--- config.mk ---
export PLATFORM = sky130hd
export DESIGN_NAME = irq_regblk
export DESIGN_NICKNAME = d
export VERILOG_FILES = /design/src/rtl/irq_pkg.sv /design/src/rtl/irq_decode.sv /design/src/rtl/irq_state.sv /design/src/rtl/irq_resp.sv /design/src/rtl/irq_regblk.sv
export SDC_FILE = /design/constraint.sdc
export NUM_CORES = 1
export LEC_CHECK = 0
export BUFFER_PORTS_ARGS = -buffer_cell sky130_fd_sc_hd__buf_4
export CAP_MARGIN = 20
export CORE_UTILIZATION = 47
export CTS_BUF_LIST = sky130_fd_sc_hd__clkbuf_4 sky130_fd_sc_hd__clkbuf_8 sky130_fd_sc_hd__clkbuf_16
export CTS_CLUSTER_SIZE = 40
export DETAILED_ROUTE_END_ITERATION = 10
export PLACE_DENSITY = 0.84
export SLEW_MARGIN = 10
export SYNTH_ARGS = -nofsm -noshare
export SYNTH_HDL_FRONTEND = slang
export SYNTH_SLANG_ARGS = --single-unit
export TNS_END_PERCENT = 10
--- constraint.sdc ---
create_clock -name clk -period 2.65 [get_ports clk]
set_input_delay 0.1325 -clock clk [delete_from_list [all_inputs] [get_ports clk]]
set_output_delay 0.1325 -clock clk [all_outputs]
set_load 0.02 [all_outputs]
--- src/rtl/irq_pkg.sv ---
package irq_pkg;

  localparam int unsigned OFF_W = 8;

  typedef enum logic [1:0] {
    SZ_B1 = 2'd0,
    SZ_B2 = 2'd1,
    SZ_B4 = 2'd2,
    SZ_B8 = 2'd3
  } size_e;

  typedef enum logic [3:0] {
    OP_BAD      = 4'd0,
    OP_STAT_RD  = 4'd1,
    OP_ACK_WR   = 4'd2,
    OP_MSK_RD   = 4'd3,
    OP_MSK_WR   = 4'd4,
    OP_STAT2_RD = 4'd5,
    OP_MSK2_RD  = 4'd6,
    OP_MSK2_WR  = 4'd7,
    OP_NOP_WR   = 4'd8
  } op_e;

  localparam logic [OFF_W-1:0] OFF_STAT  = 8'h20;
  localparam logic [OFF_W-1:0] OFF_MASK  = 8'h21;
  localparam logic [OFF_W-1:0] OFF_STAT2 = 8'hA0;
  localparam logic [OFF_W-1:0] OFF_MASK2 = 8'hA1;

  function automatic logic is_nop_off(input logic [OFF_W-1:0] off);
    case (off)
      8'h08, 8'h0A, 8'h0B, 8'h0D, 8'h0F,
      8'h60, 8'h61,
      8'hD0, 8'hD4, 8'hD6, 8'hDA, 8'hDE: return 1'b1;
      default:                           return 1'b0;
    endcase
  endfunction

endpackage

--- src/rtl/irq_decode.sv ---
module irq_decode
  import irq_pkg::*;
(
  input  logic             wr,
  input  logic [OFF_W-1:0] off,
  input  logic [1:0]       size,
  output op_e              op
);
  logic byte_sz;
  assign byte_sz = (size == SZ_B1);

  always_comb begin
    op = OP_BAD;
    case (off)
      OFF_STAT: begin
        if (!wr && (byte_sz || size == SZ_B8)) op = OP_STAT_RD;
        else if (wr && byte_sz)                op = OP_ACK_WR;
      end
      OFF_MASK:  if (byte_sz) op = wr ? OP_MSK_WR  : OP_MSK_RD;
      OFF_STAT2: if (byte_sz) op = wr ? OP_NOP_WR  : OP_STAT2_RD;
      OFF_MASK2: if (byte_sz) op = wr ? OP_MSK2_WR : OP_MSK2_RD;
      default:   if (byte_sz && wr && is_nop_off(off)) op = OP_NOP_WR;
    endcase
  end
endmodule

--- src/rtl/irq_state.sv ---
module irq_state
  import irq_pkg::*;
#(
  parameter int unsigned SRC_N = 8,
  parameter int unsigned IDX_W = 4
) (
  input  logic             clk,
  input  logic             rst_n,
  input  logic             acc,
  input  op_e              op,
  input  logic [SRC_N-1:0] wdata,
  input  logic [SRC_N-1:0] set_vec,
  input  logic [SRC_N-1:0] clr_vec,
  output logic [SRC_N-1:0] pending,
  output logic [SRC_N-1:0] enable,
  output logic [SRC_N-1:0] mask2,
  output logic             irq
);
  localparam int unsigned SEL_W = (SRC_N > 1) ? $clog2(SRC_N) : 1;
  localparam logic [IDX_W:0] SRC_LIM = (IDX_W+1)'(SRC_N);

  logic [SRC_N-1:0] pend_nx, en_nx, m2_nx, ack_hit;
  logic [IDX_W-1:0] ack_idx;
  logic             ack_fire;

  assign ack_idx  = wdata[IDX_W-1:0];
  assign ack_fire = acc && (op == OP_ACK_WR);

  // Per-source pending update: acknowledge and clear beat set.
  for (genvar i = 0; i < SRC_N; i++) begin : g_src
    assign ack_hit[i] = ack_fire && (ack_idx == IDX_W'(i));
    assign pend_nx[i] = (pending[i] | set_vec[i]) & ~clr_vec[i] & ~ack_hit[i];
  end

  assign en_nx = (acc && op == OP_MSK_WR)  ? ~wdata : enable;
  assign m2_nx = (acc && op == OP_MSK2_WR) ? wdata  : mask2;

  always_ff @(posedge clk or negedge rst_n) begin
    if (!rst_n) begin
      pending <= '0;
      enable  <= '0;
      mask2   <= '1;
      irq     <= 1'b0;
    end else begin
      pending <= pend_nx;
      enable  <= en_nx;
      mask2   <= m2_nx;
      irq     <= |(pend_nx & en_nx);
    end
  end

  a_r3_irq_level: assert property (@(posedge clk) disable iff (!rst_n)
    irq == (|(pending & enable)));

  a_r4_ack_clears: assert property (@(posedge clk) disable iff (!rst_n)
    (ack_fire && ({1'b0, ack_idx} < SRC_LIM))
      |=> !pending[$past(ack_idx[SEL_W-1:0])]);

  a_r5_ack_out_of_range: assert property (@(posedge clk) disable iff (!rst_n)
    (ack_fire && ({1'b0, ack_idx} >= SRC_LIM) && set_vec == '0 && clr_vec == '0)
      |=> pending == $past(pending));

  a_r6_clear_wins: assert property (@(posedge clk) disable iff (!rst_n)
    (clr_vec != '0) |=> ((pending & $past(clr_vec)) == '0));

  a_r10_error_no_effect: assert property (@(posedge clk) disable iff (!rst_n)
    (acc && op == OP_BAD) |=> ($stable(enable) && $stable(mask2)));
endmodule

--- src/rtl/irq_resp.sv ---
module irq_resp
  import irq_pkg::*;
#(
  parameter int unsigned SRC_N = 8,
  parameter int unsigned RD_W  = 64
) (
  input  logic             clk,
  input  logic             rst_n,
  input  logic             acc,
  input  op_e              op,
  input  logic [SRC_N-1:0] pending,
  input  logic [SRC_N-1:0] enable,
  input  logic [SRC_N-1:0] mask2,
  input  logic             rsp_ready,
  output logic             rsp_valid,
  output logic [RD_W-1:0]  rsp_rdata,
  output logic             rsp_err
);
  localparam int unsigned PAD_W = RD_W - SRC_N;

  logic [RD_W-1:0] rd_mux;

  always_comb begin
    rd_mux = '0;
    case (op)
      OP_STAT_RD: rd_mux = {{PAD_W{1'b0}}, pending};
      OP_MSK_RD:  rd_mux = {{PAD_W{1'b0}}, ~enable};
      OP_MSK2_RD: rd_mux = {{PAD_W{1'b0}}, mask2};
      default:    rd_mux = '0;
    endcase
  end

  always_ff @(posedge clk or negedge rst_n) begin
    if (!rst_n) begin
      rsp_valid <= 1'b0;
      rsp_rdata <= '0;
      rsp_err   <= 1'b0;
    end else if (acc) begin
      rsp_valid <= 1'b1;
      rsp_rdata <= rd_mux;
      rsp_err   <= (op == OP_BAD);
    end else if (rsp_ready) begin
      rsp_valid <= 1'b0;
    end
  end

  a_r11_hold_stalled: assert property (@(posedge clk) disable iff (!rst_n)
    (rsp_valid && !rsp_ready)
      |=> (rsp_valid && $stable(rsp_rdata) && $stable(rsp_err)));

  a_r10_error_zero_data: assert property (@(posedge clk) disable iff (!rst_n)
    (rsp_valid && rsp_err) |-> (rsp_rdata == '0));
endmodule

--- src/rtl/irq_regblk.sv ---
module irq_regblk
  import irq_pkg::*;
#(
  parameter int unsigned SRC_N = 8,
  parameter int unsigned IDX_W = 4,
  parameter int unsigned RD_W  = 64
) (
  input  logic             clk,
  input  logic             rst_n,
  input  logic             req_valid,
  output logic             req_ready,
  input  logic             req_write,
  input  logic [7:0]       req_offset,
  input  logic [1:0]       req_size,
  input  logic [SRC_N-1:0] req_wdata,
  output logic             rsp_valid,
  input  logic             rsp_ready,
  output logic [RD_W-1:0]  rsp_rdata,
  output logic             rsp_err,
  input  logic [SRC_N-1:0] set_vec,
  input  logic [SRC_N-1:0] clr_vec,
  output logic             irq
);
  op_e              op;
  logic             acc;
  logic [SRC_N-1:0] pending, enable, mask2;

  assign req_ready = !rsp_valid || rsp_ready;
  assign acc       = req_valid && req_ready;

  irq_decode u_dec (
    .wr   (req_write),
    .off  (req_offset),
    .size (req_size),
    .op   (op)
  );

  irq_state #(.SRC_N(SRC_N), .IDX_W(IDX_W)) u_state (
    .clk     (clk),
    .rst_n   (rst_n),
    .acc     (acc),
    .op      (op),
    .wdata   (req_wdata),
    .set_vec (set_vec),
    .clr_vec (clr_vec),
    .pending (pending),
    .enable  (enable),
    .mask2   (mask2),
    .irq     (irq)
  );

  irq_resp #(.SRC_N(SRC_N), .RD_W(RD_W)) u_resp (
    .clk       (clk),
    .rst_n     (rst_n),
    .acc       (acc),
    .op        (op),
    .pending   (pending),
    .enable    (enable),
    .mask2     (mask2),
    .rsp_ready (rsp_ready),
    .rsp_valid (rsp_valid),
    .rsp_rdata (rsp_rdata),
    .rsp_err   (rsp_err)
  );

  a_r11_accept_only_when_ready: assert property (@(posedge clk) disable iff (!rst_n)
    (rsp_valid && !rsp_ready) |-> !acc);

  a_r8_mask2_no_irq: assert property (@(posedge clk) disable iff (!rst_n)
    (acc && op == OP_MSK2_WR && set_vec == '0 && clr_vec == '0)
      |=> irq == $past(irq));
endmodule

* Word level (Yosys, flattened, before mapping)
Index checks and enable logic that the tools add are counted.
** Storage, ports and cells
- Logic and storage cells :: 122
- Register bits after elaboration :: 91
- Output and inout port bits :: 68
** Operators by class
- Reductions and logical operators :: 26
- Bitwise operators :: 43
- Eq/ne operators :: 30
- Multiplexer cells :: 16
** Operators by type and width (number)
- 8-bit == test (second input constant) :: 7
- 8-bit by 4-bit == test with 1-bit output (second input constant) :: 5
- 4-bit by 3-bit == test with 1-bit output (second input constant) :: 7
- 4-bit two-way mux :: 6
- 8-bit case mux with 3 select lines :: 1
- 1-bit AND :: 16
- 4-bit by 2-bit == test with 1-bit output (second input constant) :: 4
- 8-bit by 6-bit == test with 1-bit output (second input constant) :: 2
- 8-bit by 7-bit == test with 1-bit output (second input constant) :: 2
- 1-bit inverter :: 16
- 8-bit inverter :: 2
- 4-bit case mux with 4 select lines :: 1
- 1-bit logical AND :: 15
- 12-bit OR reduction :: 1
- 8-bit AND :: 1
- 4-bit by 1-bit == test with 1-bit output (second input constant) :: 2
- 4-bit zero test :: 2
- 8-bit two-way mux :: 1
- 1-bit OR :: 8
- 8-bit OR reduction :: 1
- 1-bit two-way mux :: 5
- 4-bit OR reduction :: 1
- 3-bit two-way mux :: 1
- 2-bit == test (second input constant) :: 1
- other kinds (5) :: 7

* Depth between registers and ports, before layout
Gate-level depths: netlist of run 1.
- Word-level depth :: 14
- Gate-level depth with buffers :: 10
- Mapped depth without buffers :: 9

* Modules after synthesis
Synthesis of run 1 repeated with hierarchy kept, for this count alone.
** Second synthesis, totals
- Cells, all modules :: 247
- Area total of the unflattened synthesis :: 2469.9 µm²
** Modules (own cells, without submodules)
- irq_resp :: times used 1, cells an instance 129, area an instance 1124.8 µm²
- irq_state :: times used 1, cells an instance 83, area an instance 1099.8 µm²
- irq_decode :: times used 1, cells an instance 33, area an instance 222.7 µm²
- irq_regblk :: times used 1, cells an instance 2, area an instance 22.5 µm²

* Least setup slack after synthesis of run 1
Ideal clock, no wire load.
- Path kind :: input-to-reg
- Start point :: in req_offset[1]
- End point :: reg u_state.irq
- Path slack :: 0.390 ns
- Stages on the path :: 7
- Required time :: 2.518 ns
- Arrival time :: 2.128 ns
- Library setup time :: 0.132 ns
- Cells stage by stage :: or3_4 -> or4_4 -> a22o_4 -> a2111oi_4 -> a211oi_1 -> a2111oi_2 -> nand3_1
** Between the ends
- Cells in the longest elaborated chain, start to end :: 14
- Elaborated cells on any way between the ends :: 53
** RTL lines
- from (decl) :: RTL line irq_regblk.sv:13 : input logic [7:0] req_offset,
- 8-bit by 4-bit == test with 1-bit output, or another cell as far along :: RTL line irq_pkg.sv:30 : case (off)
- 12-bit OR reduction :: RTL line irq_pkg.sv:30
- 1-bit two-way mux :: RTL line irq_pkg.sv:30
- 1-bit two-way mux :: RTL line irq_decode.sv:14 : case (off)
- 1-bit logical AND :: RTL line irq_decode.sv:22 : default: if (byte_sz && wr && is_nop_off(off)) op = OP_NOP_WR;
- 4-bit two-way mux :: RTL line irq_decode.sv:22
- 4-bit case mux with 4 select lines * :: RTL line irq_decode.sv:14
- 4-bit by 2-bit == test with 1-bit output :: RTL line irq_state.sv:27 : assign ack_fire = acc && (op == OP_ACK_WR);
- 1-bit logical AND :: RTL line irq_state.sv:27
- 1-bit logical AND :: RTL line irq_state.sv:31 : assign ack_hit[i] = ack_fire && (ack_idx == IDX_W'(i));
- 1-bit inverter :: RTL line irq_state.sv:32 : assign pend_nx[i] = (pending[i] | set_vec[i]) & ~clr_vec[i] & ~ack_hit[i];
- 1-bit AND :: RTL line irq_state.sv:32
- 8-bit AND * :: RTL line irq_state.sv:48 : irq <= |(pend_nx & en_nx);
- 8-bit OR reduction * :: RTL line irq_state.sv:48
- to (signal assigned) :: RTL line irq_state.sv:48
- to (decl) :: RTL line irq_state.sv:17 : output logic irq
Mark *: on every way between the ends. The rest lies on a longest branch, timed or not. The select of a mux whose other input is x is not followed.
A chain may end at the register's enable or synchronous reset.

* Worst setup path in the final report of run 1
- Start point :: in req_size[0]
- End point :: reg u_state.irq
** Between the ends
- Cells in the longest elaborated chain, start to end :: 12
- Elaborated cells on any way between the ends :: 44
** RTL lines
- from (decl) :: RTL line irq_regblk.sv:14 : input logic [1:0] req_size,
- 2-bit == test or 2-bit zero test (tied branches) :: RTL line irq_decode.sv:16, irq_decode.sv:10
- 1-bit logical OR or 1-bit logical AND (tied branches) :: RTL line irq_decode.sv:16, irq_decode.sv:17, irq_decode.sv:22
- 1-bit logical AND, or another cell as far along :: RTL line irq_decode.sv:16 : if (!wr && (byte_sz || size == SZ_B8)) op = OP_STAT_RD;
- 4-bit two-way mux, on equally long branches :: RTL line irq_decode.sv:16, irq_decode.sv:22
- 4-bit case mux with 4 select lines * :: RTL line irq_decode.sv:14
- 4-bit by 2-bit == test with 1-bit output * :: RTL line irq_state.sv:27
- 1-bit logical AND * :: RTL line irq_state.sv:27
- 1-bit logical AND * :: RTL line irq_state.sv:31
- 1-bit inverter * :: RTL line irq_state.sv:32
- 1-bit AND * :: RTL line irq_state.sv:32
- named net u_state.pend_nx[7] :: RTL line irq_state.sv:22 : logic [SRC_N-1:0] pend_nx, en_nx, m2_nx, ack_hit;
- 8-bit AND * :: RTL line irq_state.sv:48
- 8-bit OR reduction * :: RTL line irq_state.sv:48
Mark *: on every way through the listed nets, which the timed path passes. The rest lies on a longest branch.

==> reports/results.ini, run 1 <==
[run_status]
outcome=finished clean

[synth]
synthDistinctLibCells=47
post_synth.cell_area_avg_sq_um=10.06
netlist_area_sq_um=2325
seq_area_frac_synth_pct=38.11
ys_seq_elements=35
synth-xor-area-share_pct=0.7535
synth_compound_area_share_pct=19.54
muxShareOfSynthArea_pct=5.597
synth_async_sr_flop_share_pct=100.0
number_of_cells_produced_by_synthesis=231
yosys.area_share.adder_pct=0.5382
yosysWarningCount=0
postSynth.topFlopCell=dfrtp_1
number_of_flops_mapped_to_enable_cells_by_yosys=0
synth_simple_gate_area_share_pct=14.05
largest_family_of_logic_cells_by_synthesized_area=buffers and inverters

[layout]
layout_area_overhead_pct=15.61
final.fill_count=441
num_antenna_cells=0
num-nets-final=328
finish.instance_area_sq_um=2688
final_common_cell=conb_1
layout-drive-gt1-share_pct=31.14
commonest_cells_after_routing_fill_and_taps_aside=conb_1, buf_4, dfrtp_1, nor2_1, inv_1

[floorplan]
start_util_pct=48.89
design.portCount=107
placement_rows=25
fp.dieArea_sq_um=5232
die_outline_height_microns=72.33
coreArea_sq_um=4755
horizontal_die_dimension_microns=72.33

[sta]
setup_total_negative_slack_ns=0
final.setup_skew_ns=0.008332
grt_setup_unrepaired=no
final-max-slew-violation-count=0
setup_viol=0
max_freq_mhz=438.6
finalHoldViolations=0
post-route-min-period_ns=2.280
fin_crit_sh_pct=86.04

[clock_network]
cts_tree=done
cts.clk_slew.worst_paths_ns=0.07
insertion_delay_to_the_later_sink_of_the_worst_skew_pair_ns=0.30
cts-hold-fix-buffers=1
clock_tree.root_cell=clkbuf_8
cts-buffers-inserted=5
htree_levels=2
ctsResizeCount=0
clock_sink_count=35
clk_path_buf_depth=2
post-cts-setup-buffers=0

[route]
routedLengthMet1_microns=1978
postRouteAntennaNets=0
avgRoutedWirePerCell_microns=13.18
dr_total_vias=1718
remaining_drc_errors=0
post_drt_via_cell_ratio=4.826
detail_route.iter0.violations=98
routed_wl_microns=4692
dr.max_layer_used=met4
routed-wl-met3_microns=325
firstDrtPassIters=4
routed-wl-met2_microns=2279

[placed_design]
routability_congestion_estimate=0.9417
placement.io_buffers=50
hpwl_microns=3679
placement.cell_area_sq_um=2582

[global_routing]
gr-total-overflow=0
grt_max_degree=36
first_pass_grt_wire_length_microns=7665
grt_pass1_vias=1687
antenna_found_initial=0
global_route.usage.total_pct=19.52

[critical_path]
crit_arrival_ns=2.46
timing.critical_path.required_ns=2.83
timing.critical_path.mode_cell=inv_1
reg2regPathDepth=7
critPathMaxFanout=5
max_stage_delay_ns=0.49
worstSetupStartpointType=input port
setup.worst_path.end_class=flop
path_cells=buf_4 -> inv_1 -> ha_1 -> inv_1 -> nor4_2 -> nand4_2 -> a2111oi_4 -> a211oi_1 -> a2111oi_2 -> nand3_1
setup.worst_path.class=input port to flop
cpMaxStageDelayCell=a2111oi_4

[pwr]
total_leakage_power_uw=0.001349
power-per-cell-area_nw_per_um2=439.5
worst_ir_drop_vdd_mv=0.2150

[hold_path]
min_path_type=input port to flop
worstHoldPathCells=2

[job]
maxCapViolations=0

==> power breakdown <==
group	total (uW)	internal [uW]	switching [uW]	leakage [uW]
logic	215	69.1	146	0.000862
clock network	408	220	188	0.0000517
registers	558	549	9.40	0.000435
total	1180	838	344	0.00135
==> stage by stage <==
stage / std cells / power [uW] / setup slack (ns) / hold slack [ns] / util (%)
final: 356 / 1181 / 0.3698 / 0.01133 / 56.53
after global routing: 356 / 1243 / 0.2246 / 0.0001122 / 56.53
after CTS: 356 / 1189 / 0.4020 / 0.005540 / 56.53
after detailed placement: 347 / 779.6 / 0.06540 / 0.1005 / 54.32
after global placement: 347 / 774.4 / 0.2342 / 0.09506 / 54.32
after floorplan: 286 / 758.0 / 0.3900 / -0.1631 / -
==> registers in the layout, summed over array words and instances (netlist names) <==
name              cells
u_state.enable        8
u_state.mask2         8
u_resp.rsp_err        1
u_resp.rsp_rdata      8
u_resp.rsp_valid      1
u_state.irq           1
u_state.pending       8
==> path summary, 6_finish.rpt <==
kind                                                       from                              end  slack [ns]
worst max-delay path                                req_size[0]            u_state.irq$_DFF_PN0_        0.37
worst min-delay path                                 clr_vec[6]     u_state.pending[6]$_DFF_PN0_        0.01
worst max register to register     u_resp.rsp_valid$_DFFE_PN0P_            u_state.irq$_DFF_PN0_        0.49
worst min register to register  u_resp.rsp_rdata[5]$_DFFE_PN0P_  u_resp.rsp_rdata[5]$_DFFE_PN0P_        0.51
max in group asynchronous                                 rst_n     u_state.mask2[3]$_DFFE_PN1P_        2.00
min in group asynchronous                                 rst_n     u_state.pending[5]$_DFF_PN0_        0.31
==> synth_stat cells, drive strengths merged (2+ instances only) <==
master | instances | area share, %
a22oi | 2 | 0.65
nand2 | 4 | 0.65
dfrtp | 27 | 29
a31oi | 2 | 1.2
xnor2 | 2 | 0.75
dfstp | 8 | 9.0
nand2b | 6 | 1.6
mux2 | 8 | 3.9
a21oi | 9 | 1.9
nand3 | 4 | 0.86
nor4 | 4 | 1.3
a2111oi | 3 | 3.0
buf | 59 | 19
or3b | 2 | 0.75
o21bai | 6 | 1.9
clkbuf | 2 | 0.32
nor2 | 20 | 3.2
inv | 13 | 2.1
nand4 | 2 | 0.81
mux2i | 4 | 1.7
a221o | 8 | 3.4
or4 | 2 | 0.81
and2 | 4 | 1.1
a22o | 9 | 3.8
a211oi | 7 | 2.3
==> critical path: cells and delay by family <==
kind                       cells  cell delay, ns
AOI/OAI and AO/OA              3            1.04
adders and majority gates      1            0.19
buffers and inverters          3            0.26
and+or+nand+nor                3            0.84
==> metal layers <==
metal,GRT usage (%),vias to the layer above
li1,-,820
met5,0,-
met3,5.556,17
met1,23.64,803
met2,32.71,78
met4,7.843,0
==> final cells by class <==
| type | count | area, sq um | share of cell area [%] |
|---|---|---|---|
| multi-input cells | 177 | 1151 | 42.83 |
| flip-flops and latches | 35 | 885.9 | 32.96 |
| repair buffers | 56 | 422.9 | 15.74 |
| clock buffers | 7 | 90.09 | 3.352 |
| well taps | 67 | 83.83 | 3.119 |
| inverters | 13 | 48.80 | 1.816 |
| clock inverters | 1 | 5.005 | 0.1862 |
==> logic make-up (layout without fill, tap and decap cells) <==
group	after synthesis	count (layout)
buffers and inverters	74	77
adders and majority gates	1	1
other	1	56
and+or+nand+nor	56	56
DFF	35	35
xor gates and xnor gates	2	2
muxes	12	12
AOI/OAI and AO/OA	50	50
Note: power is estimated with default switching activity, not from simulation.
==> run 2: changes to the inputs <==
--- a/config.mk
+++ b/config.mk
@@ -9,7 +9,8 @@
 export CAP_MARGIN = 20
-export CORE_UTILIZATION = 47
-export CTS_BUF_LIST = sky130_fd_sc_hd__clkbuf_4 sky130_fd_sc_hd__clkbuf_8 sky130_fd_sc_hd__clkbuf_16
+export CORE_UTILIZATION = 49
+export CTS_BUF_LIST = sky130_fd_sc_hd__clkbuf_8
 export CTS_CLUSTER_SIZE = 40
 export DETAILED_ROUTE_END_ITERATION = 10
-export PLACE_DENSITY = 0.84
+export PLACE_DENSITY = 0.87
+export RECOVER_POWER = 50
 export SLEW_MARGIN = 10
--- a/constraint.sdc
+++ b/constraint.sdc
@@ -3,2 +3,2 @@
 set_output_delay 0.1325 -clock clk [all_outputs]
-set_load 0.02 [all_outputs]
+set_load 0.01 [all_outputs]
==> reports/results.ini, run 2 (synthesis gave the netlist of run 1 again) <==
[run_status]
failed_checks=capacitance limit, slew limit
outcome=complete, but fails checks

[floorplan]
coreArea_sq_um=4444  ; -6.5%
die_outline_height_microns=70.88  ; -2.0%
horizontal_die_dimension_microns=70.88  ; -2.0%
placement_rows=24  ; -4.0%
fp.dieArea_sq_um=5024  ; -4.0%
start_util_pct=52.31  ; +3.4 points
design.portCount=107  ; unchanged

[critical_path]
crit_arrival_ns=2.35  ; -0.11 ns
critPathMaxFanout=4  ; -1
timing.critical_path.mode_cell=a211oi_1
timing.critical_path.required_ns=2.81  ; -0.02 ns
setup.worst_path.class=input port to flop
path_delay_family=compound AO/OA/AOI/OAI gates
worstSetupStartpointType=input port
reg2reg_slack_ns=0.54  ; +0.05 ns
critical_path.n_buffers_inverters=2  ; -1
cpMaxStageDelayCell=a2111oi_4
max_stage_delay_ns=0.45  ; -0.04 ns
setup.worst_path.end_class=flop
path_cells=buf_4 -> inv_1 -> ha_1 -> and2_1 -> a211oi_1 -> nand4_2 -> a2111oi_4 -> a211oi_1 -> a2111oi_2 -> nand3_1

[layout]
num-nets-final=329  ; +0.30%
layout_area_overhead_pct=15.12
layout-drive-gt1-share_pct=29.31  ; -1.8 points
finish.instance_area_sq_um=2676  ; -0.42%
final_core_utilization_pct=60.22  ; +3.7 points
final_common_cell=conb_1
commonest_cells_after_routing_fill_and_taps_aside=conb_1, buf_4, dfrtp_1, nor2_1, inv_1
num_antenna_cells=0  ; unchanged

[clock_network]
clk_path_buf_depth=2  ; unchanged
clock_sink_count=35  ; unchanged
ctsResizeCount=0  ; unchanged
post-cts-setup-buffers=0  ; unchanged
cts.clk_slew.worst_paths_ns=0.07  ; about the same
cts-buffers-inserted=5  ; unchanged
insertion_delay_to_the_later_sink_of_the_worst_skew_pair_ns=0.29  ; about the same
clock_tree.root_cell=clkbuf_8
cts_tree=done
htree_levels=2  ; unchanged

[route]
dr_total_vias=1750  ; +1.9%
routed_wl_microns=4550  ; -3.0%
avgRoutedWirePerCell_microns=13.30  ; +0.94%
detail_route.iter0.violations=110  ; +12%
firstDrtPassIters=6  ; +2
post_drt_via_cell_ratio=5.117  ; +6.0%
postRouteAntennaNets=0  ; unchanged
remaining_drc_errors=0  ; unchanged

[job]
maxCapViolations=1  ; +1

[global_routing]
gr-total-overflow=0  ; unchanged
grt_max_degree=36  ; unchanged
grt_pass1_vias=1594  ; -5.5%
antenna_found_initial=0  ; unchanged
global_route.usage.total_pct=19.05  ; -0.47 points
first_pass_grt_wire_length_microns=7424  ; -3.1%

[placed_design]
placement.io_buffers=50  ; unchanged
routability_congestion_estimate=0.9515  ; +1.0%
hpwl_microns=3555  ; -3.4%
placement.cell_area_sq_um=2571  ; -0.44%

[sta]
final-max-slew-violation-count=36  ; +36
fin_crit_sh_pct=82.42  ; -3.6 points
finalHoldViolations=0  ; unchanged
setup_viol=0  ; unchanged
tightestPinTransition_ns=1.776
final.setup_skew_ns=0.008411  ; +0.00007868 ns
max_freq_mhz=457.9  ; +4.4%
grt_setup_unrepaired=no
setup_total_negative_slack_ns=0  ; unchanged
post-route-min-period_ns=2.184  ; -0.09611 ns
timing.slew.headroom_pct=-18.40

[pwr]
total_leakage_power_uw=0.001340  ; -0.62%
power-per-cell-area_nw_per_um2=456.8  ; +3.9%
worst_ir_drop_vdd_mv=0.3284  ; +53%

[hold_path]
min_path_type=input port to flop

## run 2: area by class of cell
class | instances | area (sq um)
clock buffers | 6 | 82.58
flip-flops and latches | 35 | 885.9
repair buffers | 57 | 407.9
clock inverters | 2 | 35.03
fillers | 383 | 1768
multi-input cells | 177 | 1151
well taps | 52 | 65.06
inverters | 13 | 48.80
## run 2: through the flow
step	std cells	hold slack [ns]	setup WS [ns]	power [uW]
floorplan	286	-0.1631	0.3900	717.7
global placement	333	0.09091	0.2318	735.8
detailed placement	333	0.1044	0.1526	739.7
CTS	342	0.01933	0.4673	1234
global route	342	0.02180	0.2862	1277
finish	342	0.02761	0.4659	1223
## run 2: power breakdown
part | total [uW] | internal (uW) | switching (uW)
Clock | 493 | 304 | 189
Combinational | 173 | 65.8 | 107
Sequential | 557 | 549 | 8.09
Total | 1220 | 919 | 304
## run 2: timing repair
action	4_1_cts	5_1_grt
endpoints found under the setup margin	0	0
endpoints found under the hold margin	27	0
hold buffers	1	0
## run 2: routing by layer
metal  vias up  track usage [%]  wire length (microns)
li1        828                -                      -
met1       831            25.62                   2009
met2        82            30.88                   2183
met3         9            3.561                    270
met4         0            6.889                     86
met5         -                0                      0
## run 2: path summary, 6_finish.rpt
| path | startpoint | to | depth (start not counted) |
|---|---|---|---|
| worst min register to register | u_resp.rsp_err$_DFFE_PN0P_ | u_resp.rsp_err$_DFFE_PN0P_ | 2 |
| worst max-delay path | req_size[0] | u_state.irq$_DFF_PN0_ | 10 |
| worst max register to register | u_resp.rsp_valid$_DFFE_PN0P_ | u_state.irq$_DFF_PN0_ | 7 |
| max in group asynchronous | rst_n | u_state.enable[3]$_DFF_PN0_ | 2 |
| min in group asynchronous | rst_n | u_resp.rsp_valid$_DFFE_PN0P_ | 2 |
| worst min-delay path | clr_vec[6] | u_state.pending[6]$_DFF_PN0_ | 2 |
==> run 3: changes to the inputs <==
Settings changed: CORE_UTILIZATION 49 to 44, PLACE_DENSITY 0.87 to 0.83.
Clock period 2.65 ns to 1.95 ns, I/O delays scaled along.
==> reports/results.ini, run 3 (synthesis gave the netlist of run 1 again) <==
[floorplan]
start_util_pct=45.52  ; -6.8 points
horizontal_die_dimension_microns=74.69  ; +5.4%
design.portCount=107  ; unchanged
placement_rows=26  ; +8.3%
fp.dieArea_sq_um=5578  ; +11%
die_outline_height_microns=74.69  ; +5.4%
coreArea_sq_um=5107  ; +15%

[critical_path]
path_delay_family=compound AO/OA/AOI/OAI gates
path_cells=buf_8 -> or3_4 -> or4_4 -> a22o_4 -> a2111oi_4 -> buf_4 -> a211oi_2 -> a2111oi_2 -> nand3_1
critPathMaxFanout=5  ; +1
setup.worst_path.class=input port to flop
setup.worst_path.end_class=flop
timing.critical_path.required_ns=2.12  ; -0.69 ns
max_stage_delay_ns=0.42  ; -0.03 ns
crit_arrival_ns=2.26  ; -0.09 ns
cpMaxStageDelayCell=or4_4
worstSetupStartpointType=input port
critical_path.n_buffers_inverters=2  ; unchanged

[run_status]
failed_checks=setup timing
outcome=complete, but fails checks

[layout]
final_common_cell=buf_4
layout-drive-gt1-share_pct=37.70  ; +8.4 points
layout_area_overhead_pct=27.29
commonest_cells_after_routing_fill_and_taps_aside=buf_4, conb_1, dfrtp_1, nor2_1, inv_1
final_core_utilization_pct=57.94  ; -2.3 points
num_antenna_cells=0  ; unchanged
num-nets-final=352  ; +7.0%

[route]
remaining_drc_errors=0  ; unchanged
postRouteAntennaNets=0  ; unchanged
dr_total_vias=1827  ; +4.4%
post_drt_via_cell_ratio=4.770  ; -6.8%
routed_wl_microns=4826  ; +6.1%
avgRoutedWirePerCell_microns=12.60  ; -5.3%
firstDrtPassIters=4  ; -2
detail_route.iter0.violations=78  ; -29%

[job]
maxCapViolations=0  ; -1

[clock_network]
insertion_delay_to_the_later_sink_of_the_worst_skew_pair_ns=0.29  ; about the same
cts_tree=done
clk_path_buf_depth=2  ; unchanged
clock_sink_count=35  ; unchanged
clock_tree.root_cell=clkbuf_8
cts.clk_slew.worst_paths_ns=0.07  ; about the same
cts-buffers-inserted=5  ; unchanged
htree_levels=2  ; unchanged

[pwr]
total_leakage_power_uw=0.001470  ; +9.6%
worst_ir_drop_vdd_mv=0.2946  ; -10%
design_power_total_uw=1702  ; +39%
power-per-cell-area_nw_per_um2=575.0  ; +26%

[global_routing]
grt_use_met2_pct=30.03  ; -0.85 points
gr-total-overflow=0  ; unchanged
grt_pass1_vias=1585  ; -0.56%
grt_met3_use_pct=4.685  ; +1.1 points
globalRouteMet1Util_pct=21.80  ; -3.8 points
antenna_found_initial=0  ; unchanged
peak_usage_layer_in_the_global_routing_report=met2
global_route.usage.total_pct=17.82  ; -1.2 points
first_pass_grt_wire_length_microns=7327  ; -1.3%
grt_max_degree=36  ; unchanged

[hold_path]
min_path_type=input port to flop

[sta]
max_freq_mhz=478.2
tightestPinTransition_ns=0.8282  ; -0.9477 ns
final.setup_skew_ns=0.008030  ; -0.0003814 ns
fin_crit_sh_pct=107.2
setup_viol=1  ; +1
post_route_setup_slack_ns=-0.1410  ; -0.6070 ns
final-max-slew-violation-count=0  ; -100%
finalHoldViolations=0  ; unchanged
grt_setup_unrepaired=yes
post-route-min-period_ns=2.091
timing.slew.headroom_pct=44.79  ; +63 points

[placed_design]
routability_congestion_estimate=0.8772  ; -7.8%
placement.io_buffers=50  ; unchanged
hpwl_microns=3763  ; +5.8%

-- run 3: changes by cell type in the layout (fill, tap and decap cells not counted), sizes merged --
cell         delta
dlygate4sd3     +3
buf            +20
-- run 3: repair_timing --
item	in CTS	in global routing
setup endpoints to repair	1	9
gates resized for setup	5	13
setup buffers	0	1
hold buffers	4	0
hold endpoints to repair	30	0
gates cloned	0	0
pin swaps	0	4
-- run 3: where the power goes --
group / internal, uW / switching, uW / total [uW] / leakage, uW
Sequential: 746 / 12.5 / 758 / 0.000435
Combinational: 117 / 159 / 276 / 0.000973
Clock: 413 / 254 / 667 / 0.0000612
Total: 1280 / 425 / 1700 / 0.00147
-- run 3: path summary, 6_finish.rpt --
| kind | to | depth (start not counted) | from | slack (ns) |
|---|---|---|---|---|
| setup reg to reg | u_state.irq$_DFF_PN0_ | 8 | u_resp.rsp_valid$_DFFE_PN0P_ | -0.09 |
| hold / removal | u_state.enable[5]$_DFF_PN0_ | 2 | req_wdata[5] | 0.02 |
| max in group asynchronous | u_resp.rsp_valid$_DFFE_PN0P_ | 2 | rst_n | 0.99 |
| setup / recovery | u_state.irq$_DFF_PN0_ | 9 | req_offset[1] | -0.14 |
| min in group asynchronous | u_resp.rsp_rdata[0]$_DFFE_PN0P_ | 2 | rst_n | 0.44 |
| hold reg to reg | u_resp.rsp_err$_DFFE_PN0P_ | 2 | u_resp.rsp_err$_DFFE_PN0P_ | 0.49 |
-- run 3: per-stage QoR --
stage / TNS (ns) / worst slack, ns / hold slack, ns / cell area [sq um] / instances
after global routing: -0.2854 / -0.2854 / 0.009631 / 2959 / 383
after floorplan: -1.841 / -0.2750 / -0.1981 / 2531 / 286
after CTS: -0.09328 / -0.09328 / 0.0009472 / 2915 / 382
after detailed placement: -3.640 / -0.5114 / 0.06950 / 2736 / 370
after global placement: -2.655 / -0.4190 / 0.06346 / 2736 / 370
final: -0.1410 / -0.1410 / 0.01506 / 2959 / 383
-- run 3: worst register-to-register path, delay by kind of cell (launching register included) --
family	cells	cell delay [ns]
simple gates	4	0.62
buf+inv	1	0.19
compound gates	3	0.74
flops	1	0.37
-- run 3: cell type report --
type / instances / area, sq um
fill: 445 / 2148
multi-input combinational: 177 / 1219
sequential: 35 / 885.9
timing repair buffer: 80 / 600.6
tap: 70 / 87.58
clock buffer: 6 / 82.58
inverter: 13 / 48.80
clock inverter: 2 / 35.03
-- run 3: layer usage --
layer  share of wire, %  vias to the layer above
met5                  0                        -
met2                 50                       83
met1                 42                      859
li1                   -                      874
met4                2.4                        0
met3                5.9                       11
